File: config.mk
export PLATFORM = sky130hd
export DESIGN_NAME = irq_prio_router
export DESIGN_NICKNAME = d
export VERILOG_FILES = /design/src/rtl/irq_route_pkg.sv /design/src/rtl/irq_nmi_stretch.sv /design/src/rtl/irq_src_router.sv /design/src/rtl/irq_prio_encode.sv /design/src/rtl/irq_prio_router.sv
export SDC_FILE = /design/constraint.sdc
export NUM_CORES = 1
export LEC_CHECK = 0
export BUFFER_PORTS_ARGS = -buffer_cell sky130_fd_sc_hd__buf_2
export CORE_MARGIN = 8
export CORE_UTILIZATION = 40
export CTS_BUF_LIST = sky130_fd_sc_hd__clkbuf_16
export DETAILED_ROUTE_END_ITERATION = 6
export PLACE_DENSITY = 0.64
export RECOVER_POWER = 25
export SLEW_MARGIN = 25
export SYNTH_ARGS = -nofsm -noshare
export SYNTH_HDL_FRONTEND = slang
export SYNTH_HIERARCHICAL = 1
export SYNTH_SLANG_ARGS = --single-unit
File: constraint.sdc
create_clock -name clk -period 2 [get_ports clk]
set_clock_uncertainty 0.05 [all_clocks]
set_input_delay 0.1 -clock clk [delete_from_list [all_inputs] [get_ports clk]]
set_output_delay 0.1 -clock clk [all_outputs]
set_load 0.02 [all_outputs]
File: src/rtl/irq_route_pkg.sv
package irq_route_pkg;

    localparam int NUM_SRC  = 6;
    localparam int PEND_W   = 8;
    localparam int IDX_W    = $clog2(PEND_W);
    localparam int LVL_W    = 3;
    localparam int VEC_W    = 8;
    localparam logic [VEC_W-1:0] VEC_BASE = 8'd25;

    typedef enum logic [2:0] {
        SRC_CTL_A = 3'd0,
        SRC_CTL_B = 3'd1,
        SRC_ETH   = 3'd2,
        SRC_SER   = 3'd3,
        SRC_SND   = 3'd4,
        SRC_NMI   = 3'd5
    } src_e;

    typedef struct packed {
        logic             routed;
        logic [IDX_W-1:0] bit_idx;
    } route_t;

    typedef struct packed {
        logic [LVL_W-1:0] level;
        logic [VEC_W-1:0] vector;
    } cpu_req_t;

    // Pending-bit target of a source under the given mode.
    function automatic route_t route_of(src_e s, logic classic);
        route_t r;
        r.routed  = 1'b1;
        r.bit_idx = '0;
        case (s)
            SRC_CTL_A: r.bit_idx = classic ? IDX_W'(0) : IDX_W'(5);
            SRC_CTL_B: r.bit_idx = IDX_W'(1);
            SRC_ETH: begin
                r.routed  = ~classic;
                r.bit_idx = IDX_W'(2);
            end
            SRC_SER:   r.bit_idx = IDX_W'(3);
            SRC_SND: begin
                r.routed  = ~classic;
                r.bit_idx = IDX_W'(4);
            end
            SRC_NMI:   r.bit_idx = IDX_W'(6);
            default:   r.routed  = 1'b0;
        endcase
        return r;
    endfunction

endpackage

File: src/rtl/irq_nmi_stretch.sv
module irq_nmi_stretch #(
    parameter int HOLD_CYCLES = 5_000_000
) (
    input  logic clk,
    input  logic rst,
    input  logic pulse_i,
    output logic active_o
);
    localparam int CNT_W = $clog2(HOLD_CYCLES + 1);
    localparam logic [CNT_W-1:0] LOAD = CNT_W'(HOLD_CYCLES);

    logic [CNT_W-1:0] cnt_q;

    always_ff @(posedge clk) begin
        if (rst) begin
            cnt_q <= '0;
        end else if (pulse_i) begin
            cnt_q <= LOAD;
        end else if (cnt_q != '0) begin
            cnt_q <= cnt_q - CNT_W'(1);
        end
    end

    assign active_o = (cnt_q != '0);

endmodule

File: src/rtl/irq_src_router.sv
module irq_src_router
    import irq_route_pkg::*;
(
    input  logic               clk,
    input  logic               rst,
    input  logic               classic_i,
    input  logic [NUM_SRC-1:0] src_i,
    output logic [PEND_W-1:0]  pend_o,
    output logic               slot_o,
    output logic               snd_edge_o
);
    logic [NUM_SRC-1:0] prev_q;
    logic [PEND_W-1:0]  pend_q;
    logic               slot_q;
    logic               snd_q;
    route_t             rt [NUM_SRC];
    logic [NUM_SRC-1:0] chg;

    for (genvar g = 0; g < NUM_SRC; g++) begin : g_route
        assign rt[g]  = route_of(src_e'(3'(g)), classic_i);
        assign chg[g] = src_i[g] ^ prev_q[g];
    end

    always_ff @(posedge clk) begin
        if (rst) begin
            prev_q <= '0;
            pend_q <= '0;
            slot_q <= 1'b0;
            snd_q  <= 1'b1;
        end else begin
            prev_q <= src_i;
            for (int s = 0; s < NUM_SRC; s++) begin
                if (chg[s] && rt[s].routed) begin
                    pend_q[rt[s].bit_idx] <= src_i[s];
                end
            end
            if (chg[SRC_ETH] && !rt[SRC_ETH].routed) begin
                slot_q <= src_i[SRC_ETH];
            end
            if (chg[SRC_SND] && !rt[SRC_SND].routed) begin
                snd_q <= ~src_i[SRC_SND];
            end
        end
    end

    assign pend_o     = pend_q;
    assign slot_o     = slot_q;
    assign snd_edge_o = snd_q;

endmodule

File: src/rtl/irq_prio_encode.sv
module irq_prio_encode
    import irq_route_pkg::*;
(
    input  logic [PEND_W-1:0] pend_i,
    output cpu_req_t          req_o
);
    logic             found;
    logic [IDX_W-1:0] top;

    always_comb begin
        found = 1'b0;
        top   = '0;
        for (int i = 0; i < PEND_W; i++) begin
            if (pend_i[i]) begin
                found = 1'b1;
                top   = IDX_W'(i);
            end
        end
    end

    always_comb begin
        if (found) begin
            req_o.level  = LVL_W'({1'b0, top} + (IDX_W+1)'(1));
            req_o.vector = VEC_W'(top) + VEC_BASE;
        end else begin
            req_o.level  = '0;
            req_o.vector = '0;
        end
    end

endmodule

File: src/rtl/irq_prio_router.sv
module irq_prio_router
    import irq_route_pkg::*;
#(
    parameter int HOLD_CYCLES = 5_000_000
) (
    input  logic       clk,
    input  logic       rst,
    input  logic       mode_i,
    input  logic       ctl_a_irq_i,
    input  logic       ctl_b_irq_i,
    input  logic       eth_irq_i,
    input  logic       ser_irq_i,
    input  logic       snd_irq_i,
    input  logic       nmi_irq_i,
    input  logic       nmi_pulse_i,
    output logic [2:0] cpu_level_o,
    output logic [7:0] cpu_vector_o,
    output logic       slot_irq_o,
    output logic       snd_edge_o
);
    logic               mode_q;
    logic               hold_active;
    logic               nmi_line;
    logic [NUM_SRC-1:0] src;
    logic [PEND_W-1:0]  pend;
    cpu_req_t           req;

    always_ff @(posedge clk) begin
        if (rst) mode_q <= 1'b0;
        else     mode_q <= mode_i;
    end

    irq_nmi_stretch #(.HOLD_CYCLES(HOLD_CYCLES)) u_stretch (
        .clk      (clk),
        .rst      (rst),
        .pulse_i  (nmi_pulse_i),
        .active_o (hold_active)
    );

    assign nmi_line = nmi_irq_i | hold_active;

    always_comb begin
        src            = '0;
        src[SRC_CTL_A] = ctl_a_irq_i;
        src[SRC_CTL_B] = ctl_b_irq_i;
        src[SRC_ETH]   = eth_irq_i;
        src[SRC_SER]   = ser_irq_i;
        src[SRC_SND]   = snd_irq_i;
        src[SRC_NMI]   = nmi_line;
    end

    irq_src_router u_router (
        .clk        (clk),
        .rst        (rst),
        .classic_i  (mode_q),
        .src_i      (src),
        .pend_o     (pend),
        .slot_o     (slot_irq_o),
        .snd_edge_o (snd_edge_o)
    );

    irq_prio_encode u_enc (
        .pend_i (pend),
        .req_o  (req)
    );

    assign cpu_level_o  = req.level;
    assign cpu_vector_o = req.vector;

endmodule

== After elaboration in Yosys (flattened, before gate mapping) ==
Cells that the tools add are included.
W data, S select, Z words.

* Flip-flop bits (word level): 40
* Latch bits: 0
* Input port bits: 10
* Memory bits (read-only): 0
* Output and inout bits: 13
* Memories: 0
* Logic and storage cells: 57
* Bits in writable memories: 0

* Reductions and logical operators: 8
* Bitwise operators: 9
* Add/subtract/negate cells: 3
* Shift operators: 0
* Div/mod/pow operators: 0
* Equality and inequality tests: 0
* $mul: 0
* Mux-type cells: 28
* Order comparisons: 2

{| class="wikitable"
|+ Operators by type and width
! kind !! count
|-
| $mux W23 || 2
|-
| $reduce_bool A23 Y1 || 1
|-
| $sub A23 B1 Y23 const B || 1
|-
| $mux W3 || 6
|-
| $mux W11 || 1
|-
| $mux W1 || 10
|-
| $bwmux W8 || 1
|-
| $mux W8 || 1
|-
| $mux W7 || 1
|-
| $add A3 B5 Y6 const B || 1
|-
| $mux W2 || 3
|-
| $xor A1 B1 Y1 || 6
|-
| $logic_and A1 B1 Y1 || 5
|-
| $mux W5 || 1
|-
| $lt A3 B4 Y1 const B || 1
|-
| $mux W4 || 1
|-
| $add A3 B1 Y3 const B || 1
|-
| $demux W1 S3 || 1
|-
| $ge A3 B1 Y1 const B || 1
|-
| $not A1 Y1 || 2
|-
| $reduce_bool A2 Y1 || 1
|-
| $reduce_or A2 Y1 || 1
|-
| $or A1 B1 Y1 || 1
|}

== Depth between registers and ports, before layout ==
Gate-level depths: netlist of run 1.

* Word-level depth: 12
* Mapped depth: 9
* Mapped depth without buffers: 9

== Modules after synthesis ==
The synthesis of run 1 kept the hierarchy.

{| class="wikitable"
|+ Modules (own cells, without submodules)
! module !! cells an instance !! seq. area each (um^2) !! instances !! area an instance (um^2)
|-
| irq_nmi_stretch || 139 || 460.4 || 1 || 1208.7
|-
| irq_src_router || 66 || 300.3 || 1 || 610.6
|-
| irq_prio_encode || 24 || 0.0 || 1 || 178.9
|-
| irq_prio_router || 3 || 20.0 || 1 || 32.5
|}

== Worst setup path after synthesis of run 1 ==
No wires, ideal clock.

* Kind: register to output
* Start point: register u_router.pend_q[6], in the netlist u_router/pend_o[6]
* End point: output cpu_level_o[0]
* Data arrival time: 2.092 ns
* Stages on the path, launching flop included: 5
* Buffers on the path: 1
* Data required time: 1.850 ns
* Slack: -0.242 ns
* Cell sequence: dfxtp_1 -> or4_4 -> nor4b_4 -> a2111oi_0 -> buf_4

* Cells in the longest elaborated chain, start to end: 4
* Elaborated cells on any way between the ends: 6
* Those cells by class: add/sub (1); mux (5)

{| class="wikitable"
|+ RTL lines
! element !! line !! RTL
|-
| from (decl) || irq_src_router.sv:13 || <nowiki>logic [PEND_W-1:0] pend_q;</nowiki>
|-
| from (signal, indexed assignment) || irq_src_router.sv:34 || <nowiki>pend_q[rt[s].bit_idx] <= src_i[s];</nowiki>
|-
| $mux W3 (2 in a row) || irq_prio_encode.sv:14 || <nowiki>if (pend_i[i]) begin</nowiki>
|-
| $add A3 B1 Y3 || irq_prio_encode.sv:23 || <nowiki>req_o.level = LVL_W'({1'b0, top} + (IDX_W+1)'(1));</nowiki>
|-
| $mux W11 * || irq_prio_encode.sv:22 || <nowiki>if (found) begin</nowiki>
|-
| to (decl) || irq_prio_router.sv:16 || <nowiki>output logic [2:0] cpu_level_o,</nowiki>
|}

Every way passes the cells marked *; elsewhere a longest branch is shown, timed or not.

== Final worst setup path of run 1 ==
* Start point: register u_router.pend_q[4], in the netlist u_router/pend_o[4]
* End point: output cpu_vector_o[2]

* Cells in the longest elaborated chain, start to end: 6
* Elaborated cells on any way between the ends: 10
* Those cells by class: add/sub (1); mux (9)

{| class="wikitable"
|+ RTL lines
! element !! line !! RTL
|-
| $mux W3 (4 in a row) || irq_prio_encode.sv:14 ||
|-
| $add A3 B5 Y6 || irq_prio_encode.sv:24 || <nowiki>req_o.vector = VEC_W'(top) + VEC_BASE;</nowiki>
|-
| $mux W11 * || irq_prio_encode.sv:22 ||
|-
| to (decl) || irq_prio_router.sv:17 || <nowiki>output logic [7:0] cpu_vector_o,</nowiki>
|}

Marked as above.

==> results of run 1 <==
==> flip-flops by register name, indices dropped and copies added (netlist names) <==
signal and cells:
u_stretch/cnt_q 23, u_router/pend_o 7, u_router/prev_q 6, mode_q 1, u_router/slot_o 1, u_router/snd_edge_o 1
==> timing repair <==
action	in CTS	in global routing
setup endpoints to repair	5	10
pin swaps	1	5
gates resized for setup	8	14
hold buffers	1	0
hold endpoints to repair	1	0
buffers inserted	2	4
==> routing by layer <==
metal | GRT usage, % | vias up | wire length, um
li1 | - | 892 | -
met1 | 13.5 | 814 | 2130
met2 | 21.1 | 22 | 2130
met3 | 4.34 | 5 | 223
met4 | 6.09 | 0 | 77
met5 | 0 | - | 0
==> worst max path at each step <==
stage / slack [ns] / to / from / cells past startpoint
6_report: -0.08 / cpu_vector_o[2] / u_router/pend_o[4]$_SDFFE_PP0P_ / 5
5_1_grt: -0.15 / u_router/pend_o[6]$_SDFFE_PP0P_ / u_stretch/cnt_q[10]$_SDFFE_PP0P_ / 7
4_1_cts: -0.07 / u_router/pend_o[6]$_SDFFE_PP0P_ / u_stretch/cnt_q[10]$_SDFFE_PP0P_ / 7
3_5_place_dp: -0.15 / u_router/pend_o[6]$_SDFFE_PP0P_ / u_stretch/cnt_q[1]$_SDFFE_PP0P_ / 9
3_3_place_gp: -0.11 / u_router/pend_o[6]$_SDFFE_PP0P_ / u_stretch/cnt_q[0]$_SDFFE_PP0P_ / 9
2_1_floorplan: -0.12 / u_router/pend_o[6]$_SDFFE_PP0P_ / u_stretch/cnt_q[10]$_SDFFE_PP0P_ / 7
==> cell families after synthesis <==
logic type	after synthesis
other	2
flip-flops	39
XOR/XNOR	16
buffers and inverters	24
AO/OA/AOI/OAI	49
AND/OR/NAND/NOR	92
multiplexers	3
adder cells (fa/ha/maj)	7
==> critical path, cell delays in order, from the launching register on <==
cell and delay, ns:
dfxtp_4 0.35, or4_4 0.55, nor4b_4 0.39, buf_4 0.18
nor2b_4 0.04, buf_6 0.12
==> cell type report <==
cell class | instances | area (um2) | area share, %
clock buffers | 5 | 125 | 4.74
clock inverters | 3 | 20.0 | 0.759
inverters | 11 | 41.3 | 1.57
multi-input cells | 170 | 1200 | 45.6
flip-flops and latches | 39 | 791 | 30.0
well taps | 70 | 87.6 | 3.32
repair buffers | 54 | 370 | 14.0
==> placed cells by master, fill, tap and decap left out, types with 8 or more instances in the layout <==
master	n
nor2_1	31
xor2_1	10
buf_4	34
dfxtp_1	33
o21ai_0	8
inv_1	11
nand2_1	12
buf_2	15
nor2b_1	9
a21oi_1	17
==> metrics by stage <==
| step | hold WS, ns | instance area, um2 |
|---|---|---|
| floorplan | 0.122 | 2040 |
| global placement | 0.266 | 2350 |
| detailed placement | 0.270 | 2350 |
| CTS | 0.00167 | 2550 |
| global route | 0.0138 | 2640 |
| finish | 0.00247 | 2640 |
==> power by group through the flow <==
stage / registers (W) / clock network (W) / logic (W)
6_report: 0.000893 / 0.000787 / 0.000627
5_1_grt: 0.000901 / 0.000841 / 0.000692
4_1_cts: 0.000890 / 0.000805 / 0.000588
3_5_place_dp: 0.000904 / 0 / 0.000556
3_3_place_gp: 0.000903 / 0 / 0.000549
2_1_floorplan: 0.000914 / 0 / 0.000375
==> results.md, run 1 <==
- Clk slew on worst S/H paths: 0.06 ns
- Max-slew violations: 0
- Clock Sinks: 39
- Worst reg2reg path endpoint: u_router/pend_o[6]$_SDFFE_PP0P_
- DR iter-0 viols: 54
- Post-Syn Area: 2030 um2
- Post-Synth XOR/XNOR Area: under 10%
- Starting Density: 40.5%
- Hold Crit Start: ser_irq_i
- Post-Synth Adder-Cell Area: 4.31%
- Critical path endpoint category: primary output
- Mux contribution to synthesized area: 1.48%
- WL/cell: 13.0 um
- Vias in the first global route: 1679
- Proportion of layout cells with a drive suffix above 1: 32.6%
- DR pass1 iterations: 4
- # rows: 26
- Die width: 87.3 um
- Crit path launch type: register
- Clock network power share: between 30% and 40%
- Vias per inst: roughly 4.9
- I/O Buffers: 19
- Placed cells: 337
- Post-synthesis average cell area: 8.75 um2
- Worst Hold Endpoint: u_router/prev_q[3]$_SDFF_PP0_
- Nets: 298
- TritonCTS Buffers: 5
- Largest net degree at the start of global routing: 26
- Die area: 7610 um2
- Hpwl dp: 3160 um
- Post-synthesis compound-gate area fraction: about 15%
- Failing checks: negative setup slack
- Core Area: 5010 um2
- H-Tree Depth: 2
- Vias: 1733
- Final hold vios: 0
- Achievable Freq: roughly 480 MHz
- Most used DFF post-synth: dfxtp_1
- Clock root cell: clkbuf_16
- Tmin final: 2.08 ns
- Most common cell in the netlist: dfxtp_1
- Util after Layout: 52.6%
- Worst IR drop on VDD: 0.504 mV
- Net Sw Frac: 30.6%
- P per Cell Area: 875 nW/um2
- Status: complete, but fails checks
- Antenna Nets Post-Route: 0
- Pleak: around 1.1 nW
- Flop pwr share: between 30% and 40%
- Non-filler cells in the finished layout: 352
- Largest family of logic cells by synthesized area: simple AND/OR/NAND/NOR gates
- Async SR Flop Fraction: 0%
- First-pass GRT wire length: 7400 um
- CP Max Fanout: 5
- Die height: 87.3 um
- Synth top area cells: dfxtp_1 (38%), nor2_1 (5.7%), ha_1 (4.3%)
- EDFF count, synth: 0
- Crit path DAT: 1.93 ns
- Hold path cells: 2
- Syn-to-layout area delta: 29.9%
- Yosys reg bits: 39
- Setup WS post-layout: -0.0794 ns
- Synth top area share: 38.4%
- GR Overflow Total: 0
- Yosys cell types: 50
- Worst Reg-to-Reg Cells: 7
- Deepest clock path buffer count: 2
- Maxcap violations: 0
- CTS tree: yes
- Routed WL: 4560 um
- Fillers: about 510
- Total power: 0.00231 W
- YS warnings: 6
- Tcrit/Tclk final: 104%
- Initial antenna violation count: 0
- GRT Util Overall: 12.5%
- Clock Latency Late Sink: ~0.29 ns
- Synth Area in Simple Gates: 27.8%
- Gpl congestion: 0.833
- NetSw: 0.000705 W
- Pre-CTS setup slack: -0.147 ns
- Register area share after synthesis: 38.4%
- Pint: 0.00160 W
- Yosys top cell by area: dfxtp_1
- Drt drc: 0
- Worst r2r src: u_stretch/cnt_q[4]$_SDFFE_PP0P_
- Post-route setup TNS: -0.288 ns
- Gate power share: between 20% and 30%
- Io pins: 23
- Hold Path Class: in2reg
- Synthesized netlist cell count: 232
- CP Class: reg2out
- Required time worst endpoint: between 1.5 and 2 ns
- RSZ-0062 raised after global routing: yes
- Final setup fails: 6
- Post-synth top cells: dfxtp_1 (39), nor2_1 (31), a21oi_1 (17)
- Diode count: 0
- Reg-to-reg setup timing slack: -0.06 ns
(Power assumes the default switching activity.)
==> run 2, diff against run 1 <==
Settings changed: REMOVE_ABC_BUFFERS set to 1, SETUP_SLACK_MARGIN set to 0.3.
Clock period 2 ns to 1.86 ns, I/O delays scaled along.
==> run 2 against run 1 <==
Effect of this change:
- the run still ends with negative setup slack left
- routed wire length up 26%
- critical path depth is 2 higher
- setup slack worse by 0.16 ns
- clock-buffer cell count unchanged
- worst hold slack gained 0.0026 ns
- global-route usage grew 2.5 points
- core utilization rose by 12 points
- flip-flop and latch count did not move
- first-iteration DRC count grew 52%
- register-to-register slack got worse by 0.18 ns
==> results.md, run 2 (synthesis gave the netlist of run 1 again) <==
- CP Max Fanout: 2 (-3)
- Vias: 1906 (+10%)
- Largest register FFs: 23 (unchanged)
- Util after Layout: 64.4% (+12 points)
- NetSw: 0.000880 W (+25%)
- Vias per inst: 5.10 (+3.5%)
- Worst IR drop on VDD: 0.727 mV (+44%)
- H-Tree Depth: 2 (unchanged)
- Proportion of layout cells with a drive suffix above 1: 48.0% (+15 points)
- Achievable Freq: 476 MHz
- TritonCTS Buffers: 5 (unchanged)
- Largest Register: u_stretch/cnt_q
- Syn-to-layout area delta: 59.0%
- Gpl congestion: 0.865 (+3.8%)
- Setup WS post-layout: -0.242 ns (-0.163 ns)
- Final Cell Area: 3230 um2 (+22%)
- DR iter-0 viols: 82 (+52%)
- Maxcap violations: 0 (unchanged)
- CP Cell Sequence: nor4_4 -> nand3_2 -> or3_1 -> or2_1 -> ha_1 -> mux2i_1 -> nor2_1
- Vias in the first global route: 1888 (+12%)
- Post-route setup TNS: -1.84 ns (-1.56 ns)
- Storage element area: 793 um2 (+0.32%)
- Die area: 7610 um2 (unchanged)
- Clk slew on worst S/H paths: 0.06 ns (about the same)
- Crit path DAT: 2.23 ns (+0.30 ns)
- Hpwl dp: 3130 um (-1.2%)
- RSZ-0062 raised after global routing: yes
- Area after DPL: 2380 um2 (+1.2%)
- Tmin final: 2.10 ns
- Final hold vios: 0 (unchanged)
- Gate power share: 32.3% (+5.1 points)
- CP Class: reg2reg
- P per Cell Area: 943 nW/um2 (+7.7%)
- DR pass1 iterations: 4 (unchanged)
- Routed WL: 5750 um (+26%)
- Clock root cell: clkbuf_16
- Diode count: 0 (unchanged)
- Placed cells: 341 (+1.2%)
- First-pass GRT wire length: 9030 um (+22%)
- Final setup fails: 22 (+16)
- Antenna Nets Post-Route: 0 (unchanged)
- Clock Sinks: 39 (unchanged)
- Deepest clock path buffer count: 2 (unchanged)
- CTS tree: yes
- WL/cell: 15.4 um (+19%)
- Tcrit/Tclk final: 113%
- Nets: 320 (+7.4%)
- Required time worst endpoint: 1.98 ns (+0.13 ns)
- Slowest CP cell: or3_1
- Max-slew violations: 0 (unchanged)
- Hold Path Class: in2reg
- GRT Util Overall: 15.0% (+2.5 points)
- # rows: 26 (unchanged)
- Max stage delay on crit path: 0.36 ns (-0.19 ns)
- Failing checks: negative setup slack
- Net Sw Frac: 28.9% (-1.6 points)
- Largest net degree at the start of global routing: 26 (unchanged)
- Io pins: 23 (unchanged)
- Worst Reg-to-Reg Cells: 7 (unchanged)
- Initial antenna violation count: 0 (unchanged)
- Non-filler cells in the finished layout: 374 (+6.3%)
- Clock network power share: 36.0% (+1.9 points)
- Die width: 87.3 um (unchanged)
- Core Area: 5010 um2 (unchanged)
- Pint: 0.00216 W (+35%)
- Pleak: 1.32 nW (+21%)
- Worst r2r src: u_stretch/cnt_q[11]$_SDFFE_PP0P_
- GR Overflow Total: 0 (unchanged)
- Multi-input gate area: 1480 um2 (+23%)
- Fillers: 391 (-23%)
- Die height: 87.3 um (unchanged)
- I/O Buffers: 19 (unchanged)
- Total power: 0.00304 W (+32%)
- Starting Density: 40.5% (unchanged)
- Flop pwr share: 31.7% (-7.0 points)
- Commonest non-fill, non-tap cell in the layout: buf_4
- Crit path launch type: register
- Reg-to-reg setup timing slack: -0.24 ns (-0.18 ns)
- Drt drc: 0 (unchanged)
- Hold Crit Start: eth_irq_i
- Most frequent cells in the layout: buf_4 (38), dfxtp_1 (29), nor2_1 (28), buf_6 (22), a21oi_1 (14)
- Worst Hold Endpoint: u_router/prev_q[2]$_SDFF_PP0_
- Clock Latency Late Sink: 0.29 ns (about the same)
- Hold path cells: 2 (unchanged)
- Status: complete, but fails checks
- Critical path endpoint category: register
- Worst reg2reg path endpoint: u_router/pend_o[6]$_SDFFE_PP0P_
## run 2: changes by cell type in the layout (fill, tap and decap cells not counted), sizes merged
cell | previous run | this run
buf | 51 | 72
bufinv | 0 | 2
clkinvlp | 2 | 0
dlygate4sd3 | 1 | 3
clkbuf | 7 | 6
clkinv | 1 | 0
inv | 11 | 12
## run 2: power by group through the flow
stage	registers (W)	logic [W]	clock network (W)
6_report	0.000965	0.000983	0.00110
3_3_place_gp	0.000970	0.000605	0
4_1_cts	0.000959	0.000849	0.00111
5_1_grt	0.000971	0.00106	0.00116
3_5_place_dp	0.000971	0.000611	0
2_1_floorplan	0.000984	0.000365	0
## run 2: repair_timing
item	CTS	global route
hold buffers	3	0
gates resized for setup	81	27
endpoints found under the hold margin	3	0
buffers inserted	15	7
pin swaps	37	36
endpoints found under the setup margin	33	33
## run 2: critical path: cells and delay by family, from the launching register on
| family | cells | cell delay [ns] |
|---|---|---|
| adder cells (fa/ha/maj) | 1 | 0.30 |
| AND/OR/NAND/NOR | 5 | 1.11 |
| multiplexers | 1 | 0.21 |
| flip-flops | 1 | 0.33 |
## run 2: area by class of cell
class | count | share of cell area (%)
well taps | 70 | 2.71
repair buffers | 76 | 19.7
flip-flops and latches | 39 | 24.6
clock buffers | 5 | 3.88
clock inverters | 3 | 1.98
inverters | 11 | 1.28
multi-input cells | 170 | 45.9
## run 2: worst max-delay path by stage
stage,slack [ns],cells after the start,from,end
floorplan,-0.84,3,u_router/pend_o[6]$_SDFFE_PP0P_,cpu_level_o[0]
global placement,-0.20,9,u_stretch/cnt_q[0]$_SDFFE_PP0P_,u_router/pend_o[6]$_SDFFE_PP0P_
detailed placement,-0.27,9,u_stretch/cnt_q[0]$_SDFFE_PP0P_,u_router/pend_o[6]$_SDFFE_PP0P_
CTS,-0.18,9,u_stretch/cnt_q[1]$_SDFFE_PP0P_,u_router/pend_o[6]$_SDFFE_PP0P_
global route,-0.36,7,u_stretch/cnt_q[6]$_SDFFE_PP0P_,u_router/pend_o[6]$_SDFFE_PP0P_
finish,-0.24,7,u_stretch/cnt_q[11]$_SDFFE_PP0P_,u_router/pend_o[6]$_SDFFE_PP0P_
## run 2: metal layers
layer	global-route usage (%)	share of wire, %	routed length, um
met1	17.9	45	2560
met2	24.5	49	2790
met3	4.62	4.9	283
met4	5.31	1.8	104
met5	0	0	0
## run 2: through the flow
step	hold WS (ns)	setup WS [ns]
after CTS	0.00925	-0.180
after global placement	0.252	-0.201
final	0.00507	-0.242
after global routing	0.0239	-0.355
after detailed placement	0.260	-0.274
after floorplan	0.105	-0.843
==> run 3, diff against run 2 <==
Settings changed: ABC_AREA set to 1.
==> run 3 against run 2 <==
Effect of this change:
- the flow now finishes without violations
- clock-buffer cell count stayed put
- die area is 9.3% higher
- synthesized cell count is 46% higher
- final area is 9.7% lower
- via count is 12% higher
- first-iteration DRC count is 41% higher
- sequential share of layout area is 2.7 points higher
- largest cell class unchanged
- largest power group is now registers
==> results.md, run 3 <==
- Max-slew violations: 0 (unchanged)
- Crit path DAT: 1.71 ns (-0.52 ns)
- Largest Register: u_stretch/cnt_q
- Most used DFF post-synth: dfxtp_1
- Vias: 2133 (+12%)
- Post-synthesis average cell area: 6.69 um2 (-24%)
- Drt drc: 0 (unchanged)
- Hpwl dp: 3770 um (+21%)
- Worst-margin pin slew: between 0.7 and 0.8 ns
- Worst r2r src: u_stretch/cnt_q[1]$_SDFFE_PP0P_
- Most frequent cells in the layout: nand2_1 (53), inv_1 (49), nor2_1 (47), nand3_1 (32), dfxtp_1 (28)
- Die height: 91.2 um (+4.5%)
- Starting Density: 41.3% (+0.80 points)
- DR pass1 iterations: 4 (unchanged)
- Vias in the first global route: 1961 (+3.9%)
- WL/cell: 12.4 um (-19%)
- Slowest CP cell: dfxtp_2
- Post-Syn Area: 2260 um2 (+11%)
- Largest net degree at the start of global routing: 17 (-35%)
- P per Cell Area: 868 nW/um2 (-7.9%)
- Hold Path Class: in2reg
- Yosys reg bits: 39 (unchanged)
- Final Cell Area: 2910 um2 (-9.7%)
- Most common cell in the netlist: nand2_1
- Commonest non-fill, non-tap cell in the layout: nand2_1
- Die area: 8320 um2 (+9.3%)
- Achievable Freq: 540 MHz (+14%)
- DR iter-0 viols: 116 (+41%)
- Die width: 91.2 um (+4.5%)
- Maxcap violations: 0 (unchanged)
- CP Cell Sequence: buf_4 -> nor2_1 -> o31ai_2 -> ha_4 -> ha_4 -> inv_2 -> nor2_4 -> buf_6
- Max stage delay on crit path: 0.32 ns (-0.04 ns)
- Register area share after synthesis: 34.5% (-3.9 points)
- WHS: 0.0265 ns (+0.0215 ns)
- Tcrit/Tclk final: 99.5% (-13 points)
- CP Max Fanout: 3 (+1)
- Clock Latency Late Sink: 0.28 ns (about the same)
- Post-route setup TNS: 0 ns (+1.84 ns)
- Yosys top cell by area: dfxtp_1
- Initial antenna violation count: 0 (unchanged)
- Post-synth top cells: nand2_1 (64), nor2_1 (61), inv_1 (56)
- Clk slew on worst S/H paths: 0.05 ns (about the same)
- Gpl congestion: 0.894 (+3.4%)
- Final setup fails: 0 (-100%)
- Io pins: 23 (unchanged)
- Deepest clock path buffer count: 2 (unchanged)
- Routed WL: 5540 um (-3.6%)
- Util after Layout: 53.2% (-11 points)
- Required time worst endpoint: 1.72 ns (-0.26 ns)
- Yosys cell types: 31 (-38%)
- CP Class: reg2out
- Async SR Flop Fraction: 0% (unchanged)
- Proportion of layout cells with a drive suffix above 1: 30.6% (-17 points)
- TritonCTS Buffers: 5 (unchanged)
- Tmin final: 1.85 ns (-0.251 ns)
- # rows: 27 (+3.8%)
- CTS tree: yes
- Synth top area cells: dfxtp_1 (35%), nand2_1 (11%), nor2_1 (10%)
- First-pass GRT wire length: 9070 um (+0.45%)
- Clock Sinks: 39 (unchanged)
- Final hold vios: 0 (unchanged)
- Most used cell, CP: ha_4
- Core Area: 5470 um2 (+9.2%)
- GRT Util Overall: 13.1% (-1.9 points)
- Largest register FFs: 23 (unchanged)
- I/O Buffers: 19 (unchanged)
- Diode count: 0 (unchanged)
- Area after DPL: 2400 um2 (+1.2%)
- Pleak: 1.35 nW (+2.4%)
- YS warnings: 6 (unchanged)
- EDFF count, synth: 0 (unchanged)
- GR Overflow Total: 0 (unchanged)
- Hold Crit Start: eth_irq_i
- Setup WS post-layout: 0.00857 ns (+0.251 ns)
- Crit path launch type: register
- Clock root cell: clkbuf_16
- Vias per inst: 4.79 (-5.9%)
- Nets: 390 (+22%)
- Rel. slew slack: between 40% and 50%
- RSZ-0062 raised after global routing: yes
- Status: finished clean
- Antenna Nets Post-Route: 0 (unchanged)
- Syn-to-layout area delta: 28.8%
- H-Tree Depth: 2 (unchanged)
- Synth top area share: 34.5% (-3.9 points)
- Pre-CTS setup slack: 0.194 ns (+0.468 ns)
- Worst IR drop on VDD: 0.376 mV (-48%)
- Critical path endpoint category: primary output
- Synthesized netlist cell count: 338 (+46%)
- CP Launch Point: u_router/pend_o[2]$_SDFFE_PP0P_
[run 3: power by group]
part | switching (W) | internal [W] | leakage (nW)
registers | 0.0000635 | 0.000898 | 0.326
logic | 0.000456 | 0.000323 | 0.960
clock network | 0.000307 | 0.000481 | 0.0671
total | 0.000827 | 0.00170 | 1.35
[run 3: critical path, delay by kind of cell, from the launching register on]
family	cells	cell delay [ns]
buffers and inverters	3	0.29
DFF	1	0.32
adders and majority gates	2	0.43
AOI/OAI and AO/OA	1	0.11
and+or+nand+nor	2	0.29
[run 3: layout make-up]
cell class | count | area (um2)
Clock buffer | 5 | 125
Clock inverter | 2 | 8.76
Fill cell | 536 | 2560
Inverter | 58 | 224
Multi-Input combinational cell | 232 | 1390
Sequential cell | 39 | 795
Tap cell | 72 | 90.1
Timing Repair Buffer | 37 | 283
[run 3: logic make-up (layout without fill, tap and decap cells)]
kind of cell               Yosys count  count (layout)  synth area share, %
DFF                                 39              39                 34.5
adders and majority gates            7               7                 3.87
buffers and inverters               68             102                 12.8
xor gates and xnor gates             9               9                 3.48
and+or+nand+nor                    184             184                 37.6
other                                2               3                0.332
AOI/OAI and AO/OA                   29              29                 7.47
[run 3: routing by layer]
layer	global-route usage [%]	part of all wire, %	vias to the layer above
li1	-	-	1108
met1	15.7	43	959
met2	21.6	49	54
met3	2.72	5.4	12
met4	6.96	2.7	0
met5	0	0	-
[run 3: final timing paths]
check	endpoint	slack, ns	cells after the start
worst max register to register	u_router/pend_o[6]$_SDFFE_PP0P_	0.34	10
worst max-delay path	cpu_level_o[2]	0.009	8
worst min register to register	u_router/slot_o$_SDFFE_PP0P_	0.40	2
worst min-delay path	u_router/prev_q[2]$_SDFF_PP0_	0.03	3
[run 3: stage by stage]
stage / total power, W / std cells
global route: 0.00266 / 445
global placement: 0.00154 / 423
CTS: 0.00242 / 443
floorplan: 0.00139 / 329
finish: 0.00253 / 445
detailed placement: 0.00154 / 423
[run 3: what timing repair did]
item                       in CTS  in global routing
pin swaps                      12                 23
setup buffers                  10                  2
hold buffers                    3                  0
hold endpoints to repair        3                  0
gates resized for setup        22                 57
setup endpoints to repair      14                 31
